==> config.mk <==
export PLATFORM = sky130hd
export DESIGN_NAME = ram_wprot_unit
export DESIGN_NICKNAME = d
export VERILOG_FILES = /design/src/rtl/ram_wprot_pkg.sv /design/src/rtl/wprot_region_chk.sv /design/src/rtl/wprot_regs.sv /design/src/rtl/ram_wprot_unit.sv
export SDC_FILE = /design/constraint.sdc
export NUM_CORES = 1
export LEC_CHECK = 0
export BUFFER_PORTS_ARGS = -buffer_cell sky130_fd_sc_hd__buf_2
export CAP_MARGIN = 20
export CORE_AREA = 2 2 113 115
export CTS_BUF_LIST = sky130_fd_sc_hd__clkbuf_16
export DETAILED_ROUTE_END_ITERATION = 10
export DIE_AREA = 0 0 115 117
export PLACE_DENSITY = 0.65
export SKIP_LAST_GASP = 1
export SYNTH_ARGS = -nofsm -noshare
export SYNTH_HDL_FRONTEND = slang
export SYNTH_SLANG_ARGS = --single-unit
==> constraint.sdc <==
create_clock -name clk -period 6.06 [get_ports clk]
set_input_delay 0 -clock clk [delete_from_list [all_inputs] [get_ports clk]]
set_output_delay 0 -clock clk [all_outputs]
set_load 0.02 [all_outputs]
==> src/rtl/ram_wprot_pkg.sv <==
package ram_wprot_pkg;

    typedef enum logic [2:0] {
        SEL_CTRL   = 3'd0,
        SEL_COP_LO = 3'd1,
        SEL_COP_HI = 3'd2,
        SEL_SHR_LO = 3'd3,
        SEL_SHR_HI = 3'd4
    } reg_sel_e;

    localparam int CTL_PROT = 0;
    localparam int CTL_IE   = 1;
    localparam int CTL_FLAG = 2;

    localparam int NUM_WIN  = 2;   // window 0 = coprocessor, 1 = shared

endpackage

==> src/rtl/wprot_region_chk.sv <==
module wprot_region_chk #(
    parameter int ADDR_W = 16,
    parameter int OFS_W  = 1
) (
    input  logic [ADDR_W-1:0] addr,
    input  logic [ADDR_W-1:0] lo,
    input  logic [ADDR_W-1:0] hi,
    output logic              hit
);
    localparam logic [ADDR_W-1:0] WORD_MASK = ~((ADDR_W)'((1 << OFS_W) - 1));

    logic [ADDR_W-1:0] a_w, lo_w, hi_w;

    always_comb begin
        a_w  = addr & WORD_MASK;
        lo_w = lo   & WORD_MASK;
        hi_w = hi   & WORD_MASK;
        hit  = (a_w >= lo_w) && (a_w <= hi_w);
    end

endmodule

==> src/rtl/wprot_regs.sv <==
module wprot_regs
    import ram_wprot_pkg::*;
#(
    parameter int ADDR_W = 16
) (
    input  logic                         clk,
    input  logic                         rst_n,
    input  logic                         reg_wr,
    input  logic [2:0]                   reg_sel,
    input  logic [ADDR_W-1:0]            reg_wdata,
    output logic [ADDR_W-1:0]            reg_rdata,
    input  logic                         viol_set,
    output logic                         prot_en,
    output logic                         irq_en,
    output logic                         flag,
    output logic [2*NUM_WIN-1:0][ADDR_W-1:0] bounds
);
    localparam int NB = 2 * NUM_WIN;

    typedef struct packed {
        logic                  prot;
        logic                  ie;
        logic                  flag;
        logic [NB-1:0][ADDR_W-1:0] bnd;   // index = select - 1
    } state_t;

    state_t st_d, st_q;
    reg_sel_e sel;

    always_comb begin
        sel  = reg_sel_e'(reg_sel);
        st_d = st_q;
        if (reg_wr) begin
            if (sel == SEL_CTRL) begin
                st_d.prot = reg_wdata[CTL_PROT];
                st_d.ie   = reg_wdata[CTL_IE];
                if (reg_wdata[CTL_FLAG]) st_d.flag = 1'b0;
            end else if (!st_q.prot && reg_sel >= 3'd1 && reg_sel <= 3'(NB)) begin
                st_d.bnd[reg_sel - 3'd1] = reg_wdata;
            end
        end
        if (viol_set) st_d.flag = 1'b1;          // set beats clear

        reg_rdata = '0;
        if (sel == SEL_CTRL) begin
            reg_rdata[CTL_PROT] = st_q.prot;
            reg_rdata[CTL_IE]   = st_q.ie;
            reg_rdata[CTL_FLAG] = st_q.flag;
        end else if (reg_sel >= 3'd1 && reg_sel <= 3'(NB)) begin
            reg_rdata = st_q.bnd[reg_sel - 3'd1];
        end
    end

    always_ff @(posedge clk or negedge rst_n) begin
        if (!rst_n) begin
            st_q.prot <= 1'b0;
            st_q.ie   <= 1'b0;
            st_q.flag <= 1'b0;
            for (int i = 0; i < NB; i++)
                st_q.bnd[i] <= (i % 2 == 0) ? '1 : '0;   // low = ones, high = zero
        end else begin
            st_q <= st_d;
        end
    end

    assign prot_en = st_q.prot;
    assign irq_en  = st_q.ie;
    assign flag    = st_q.flag;
    assign bounds  = st_q.bnd;

    a_r4_bound_lock: assert property (@(posedge clk) disable iff (!rst_n)
        (reg_wr && st_q.prot && reg_sel != 3'd0) |=> $stable(st_q.bnd));

    a_r10_set_wins: assert property (@(posedge clk) disable iff (!rst_n)
        viol_set |=> st_q.flag);

    a_r6_w1c: assert property (@(posedge clk) disable iff (!rst_n)
        (reg_wr && reg_sel == 3'd0 && reg_wdata[CTL_FLAG] && !viol_set) |=> !st_q.flag);

endmodule

==> src/rtl/ram_wprot_unit.sv <==
module ram_wprot_unit
    import ram_wprot_pkg::*;
#(
    parameter int ADDR_W     = 16,
    parameter int WORD_BYTES = 2
) (
    input  logic              clk,
    input  logic              rst_n,
    input  logic              cpu_wr_vld,
    input  logic [ADDR_W-1:0] cpu_wr_addr,
    output logic              cpu_wr_ok,
    input  logic              cop_wr_vld,
    input  logic [ADDR_W-1:0] cop_wr_addr,
    output logic              cop_wr_ok,
    input  logic              reg_wr,
    input  logic [2:0]        reg_sel,
    input  logic [ADDR_W-1:0] reg_wdata,
    output logic [ADDR_W-1:0] reg_rdata,
    output logic              irq
);
    localparam int OFS_W = (WORD_BYTES > 1) ? $clog2(WORD_BYTES) : 0;

    logic prot_en, irq_en, flag, viol_set;
    logic [2*NUM_WIN-1:0][ADDR_W-1:0] bounds;
    logic [NUM_WIN-1:0] cop_hit;
    logic cpu_in_cop;

    wprot_regs #(.ADDR_W(ADDR_W)) u_regs (
        .clk       (clk),
        .rst_n     (rst_n),
        .reg_wr    (reg_wr),
        .reg_sel   (reg_sel),
        .reg_wdata (reg_wdata),
        .reg_rdata (reg_rdata),
        .viol_set  (viol_set),
        .prot_en   (prot_en),
        .irq_en    (irq_en),
        .flag      (flag),
        .bounds    (bounds)
    );

    wprot_region_chk #(.ADDR_W(ADDR_W), .OFS_W(OFS_W)) u_cpu_chk (
        .addr (cpu_wr_addr),
        .lo   (bounds[0]),
        .hi   (bounds[1]),
        .hit  (cpu_in_cop)
    );

    for (genvar w = 0; w < NUM_WIN; w++) begin : g_cop_win
        wprot_region_chk #(.ADDR_W(ADDR_W), .OFS_W(OFS_W)) u_chk (
            .addr (cop_wr_addr),
            .lo   (bounds[2*w]),
            .hi   (bounds[2*w+1]),
            .hit  (cop_hit[w])
        );
    end

    always_comb begin
        cpu_wr_ok = cpu_wr_vld && !(prot_en && cpu_in_cop);
        cop_wr_ok = cop_wr_vld && (!prot_en || (|cop_hit));
        viol_set  = cpu_wr_vld && prot_en && cpu_in_cop;
        irq       = irq_en && flag;
    end

    a_r1_open: assert property (@(posedge clk) disable iff (!rst_n)
        !prot_en |-> (cpu_wr_ok == cpu_wr_vld) && (cop_wr_ok == cop_wr_vld));

    a_r2_cpu_block: assert property (@(posedge clk) disable iff (!rst_n)
        (prot_en && cpu_in_cop) |-> !cpu_wr_ok);

    a_r3_cop_confine: assert property (@(posedge clk) disable iff (!rst_n)
        (prot_en && cop_hit == '0) |-> !cop_wr_ok);

    a_r5_flag_record: assert property (@(posedge clk) disable iff (!rst_n)
        (cpu_wr_vld && !cpu_wr_ok) |=> flag);

endmodule

# == Word level (Yosys, flattened, before mapping) ==
# Index checks and enable logic that the tools add are counted.
# word_totals
register_bits,67
latchBits,0
mem_bits_rw,0
rom_bits,0
inputBits,56
out_inout_bits,19
wordCells,57
n_memories,0
# op_classes
addsub,1
n_mul,0
div,0
magnitude_cmp,10
eq_ne,0
shifts,0
mux,14
bitwise_logic,1
reduce_logical,24
# ops
operator,count
$mux W64,2
$mux W65,1
$bwmux W64,1
$ge A16 B16 Y1,3
$le A16 B16 Y1,3
$mux W16,3
$bmux W16 S2,1
$demux W16 S2,1
$logic_and A1 B1 Y1,13
$mux W13,1
$ge A3 B1 Y1 const B,2
$reduce_and A3 Y1,2
$reduce_bool A2 Y1,3
$le A3 B3 Y1 const B,1
$logic_not A3 Y1,1
$lt A3 B3 Y1 const B,1
$mux W1,3
$mux W3,1
$sub A3 B1 Y3 const B,1
$logic_not A1 Y1,2
$reduce_and A2 Y1,1
$reduce_or A2 Y1,1
$logic_or A1 B1 Y1,1
$not A1 Y1,1

# == Logic depth before layout (Yosys ltp) ==
# logic_depth
depth_word,10
mapped_depth,10

# == Hierarchy ==
# Synthesis repeated with hierarchy kept, for this count alone.
# hier_totals
hier_cells,503
area_unflattened_um2,5570.3
# modules_own_cells
module,n_inst,cells_each,area_each_um2,seq_area_each_um2
wprot_regs,1,195,3326.9,1716.6
wprot_region_chk,3,101,737.0,0.0
ram_wprot_unit,1,5,32.5,0.0

# == Worst setup path after synthesis ==
# No wires, ideal clock.
# synth_timing
kind,register to output
from,register (tool-made name)
to,output cpu_wr_ok
t_arrival_ps,2398
required_time_ps,6060
slack_ps,3662
path_stages_with_launch,9
n_path_buf,0
path_cell_list,dfstp_2 inv_1 ha_1 and3_1 a221oi_1 o21ai_0 a221o_1 a32o_1 a21boi_0
# synth_rtl
item,line_no,text
"end, declared",ram_wprot_unit.sv:11,"output logic cpu_wr_ok,"

==> impl_metrics.ini <==
[yosys]
ys_types = 44
syn-instance-count = 496
syn-cell-area_sq_um = 5300
async_flop_share_pct = 100
synth.yosys.seq_area_share_pct = 32.4
ys_ff_latch = 67
synth_flop_cell = dfrtp_1
syn-num-nets = 648
yosys_warnings = 0
syn_area_per_cell_sq_um = 10.7
synth_edf_count = 0

[global_route]
grt_max_degree = 68
grt_antenna_before_repair = 0
track_usage_pct = 21.5
grt_pass1_vias = 4264
grt_pass1_wl_um = 22000
gr-total-overflow = 0

[layout]
fin_nets = 741
syn2layout_area_growth_pct = 18.5
layout_commonest_cell = ha_1
stdcell_count = 744
diodes = 0
final_cell_mix = ha_1, buf_2, inv_1
final_layout_size_suffix_gt1_share_pct = 32.3

[detailed_routing]
vias_per_cell = 5.51
drc = 0
wl_met2_um = 6480
met3_wirelength_um = 690
maxUsedRoutingLayer = met4
ant_nets = 0
wl_per_cell_um = 18.1
wirelength_um = 13500
drtPass1Iterations = 5
via_count = 4096
drt-met1-wl_um = 6060
first_iter_violations = 225

[floorplan]
die_w_um = 115
num_io_pins = 75
dieHeight_um = 117
dieArea_sq_um = 13500
num_rows = 41
core_sq_um = 12300
initial_core_util_pct = 43.0

[timing]
slew_headroom_pct = 43.5
clock_skew_ps = 7.56
hold_slack_ps = 13.5
rsz0062_at_grt = false
slew_viol_final = 0
tightest_slew_ps = 848
setup_tns_ps = 0
min_period_over_period_pct = 49.6
setup_violations = 0
min_period_ps = 3010
finalHoldViolCount = 0
fmax_mhz = 333

[worst_hold_path]
worstHoldPathType = in -> reg

[cts]
cts_sinks = 67
cts_tree = yes
htreeDepth = 3
cts.clk_slew.worst_paths_ps = 60
clockBufferDepth = 2
cts_buffers = 9
clock_tree.root_cell = clkbuf_16
clock_latency_ps = 340
post-cts-setup-buffers = 0

[place]
dpl.cell_count = 709
dp_hpwl_um = 10300
routabilityCongestion = 0.860
numPortBuffers = 72

[critical_path]
path_max_fanout = 3
ff2ff_path_depth = 8
critPathLaunchType = flip-flop
worstSetupPathType = reg -> out
regToRegSetupSlack_ps = 3430
required_ps = 6060
cp-end-kind = output port
crit_end = cpu_wr_ok
regToRegEndpoint = u_regs.flag
cp_data_arrival_time_ps = 3010

[pwr]
peakVddDrop_v = 0.000209
p_leak_nw = 3.05
powerDensity_nw_per_um2 = 332

[status]
status = finished clean

[job]
maxCapViolCount = 0
[worst min-delay path by stage]
stage / startpoint / to / slack, ps / cells past startpoint
3_3_place_gp: rst_n / asynchronous set/reset pin / 220 / 2
6_report: reg_wr / u_regs.flag / 10 / 3
4_1_cts: reg_wr / u_regs.flag / 9 / 3
2_1_floorplan: rst_n / asynchronous set/reset pin / -300 / 0
3_5_place_dp: rst_n / asynchronous set/reset pin / 250 / 2
5_1_grt: reg_wr / u_regs.flag / 30 / 3
[kinds of logic after synthesis]
| group | count (synthesis) | share of synthesized area, % |
|---|---|---|
| muxes | 68 | 18.0 |
| adders and majority gates | 96 | 22.7 |
| and+or+nand+nor | 101 | 10.5 |
| AOI/OAI and AO/OA | 89 | 10.6 |
| DFF | 67 | 32.4 |
| buffers and inverters | 75 | 5.93 |
[routing by layer]
metal	track usage [%]	vias to the layer above
met2	37.1	103
li1	-	1994
met3	3.71	19
met5	0	-
met4	5.70	0
met1	28.2	1980
[stage by stage]
step	power, W	util (%)	area [sq um]	worst slack (ps)
global placement	0.00153	47.0	5780	3070
detailed placement	0.00157	47.1	5800	3170
finish	0.00208	51.0	6280	3050
floorplan	0.00130	-	5300	3660
global route	0.00226	51.0	6280	2860
CTS	0.00210	50.9	6260	3060
[timing repair]
item                      4_1_cts  5_1_grt
gates resized for setup         0        0
hold buffers                   18        0
hold endpoints to repair      102        0
[cells in the mapped netlist, types with 2 or more instances]
master	number	area, sq um
nand4_1	8	50.1
nor3_1	7	35.0
and4_1	3	26.3
mux2_2	52	586
dfstp_2	32	841
nand2b_1	6	37.5
nor2_1	11	41.3
nand3_1	10	50.1
nand2_2	3	18.8
a221oi_1	3	26.3
nor2b_1	13	81.3
a2111oi_0	2	17.5
nand2_1	26	97.6
a21oi_1	18	90.1
inv_1	64	240
a32o_1	2	20.0
ha_1	96	1200
mux4_2	14	315
o21ai_0	30	150
nand3b_1	2	15.0
o211ai_1	3	22.5
a31oi_1	4	25.0
o21a_1	3	22.5
and3_1	4	25.0
clkbuf_1	5	18.8
mux4_1	2	52.6
buf_2	2	10.0
a21o_1	12	90.1
o31ai_1	2	15.0
buf_6	4	45.0
dfrtp_1	35	876
and2b_1	3	22.5
a211oi_1	4	30.0
[layout make-up]
cell class	count	area, sq um
Clock inverter	7	62.6
Inverter	64	240
Tap cell	150	188
Fill cell	1136	6030
Timing Repair Buffer	93	578
Sequential cell	67	1720
Clock buffer	9	225
Multi-Input combinational cell	354	3270
[worst max-delay path: stages, from the launching register on]
cell,delay [ps]
dfstp_2,540
inv_1,60
ha_1,280
and3_1,200
a221oi_1,300
o21ai_0,210
a221o_1,350
a32o_1,300
a21boi_0,210
buf_2,200
[where the power goes]
group	switching [W]	total (W)	internal (W)
logic	0.000430	0.000840	0.000410
registers	0.000100	0.000733	0.000632
clock network	0.000198	0.000512	0.000314
total	0.000728	0.00208	0.00136
No activity file was read; power rests on OpenSTA's default activity.
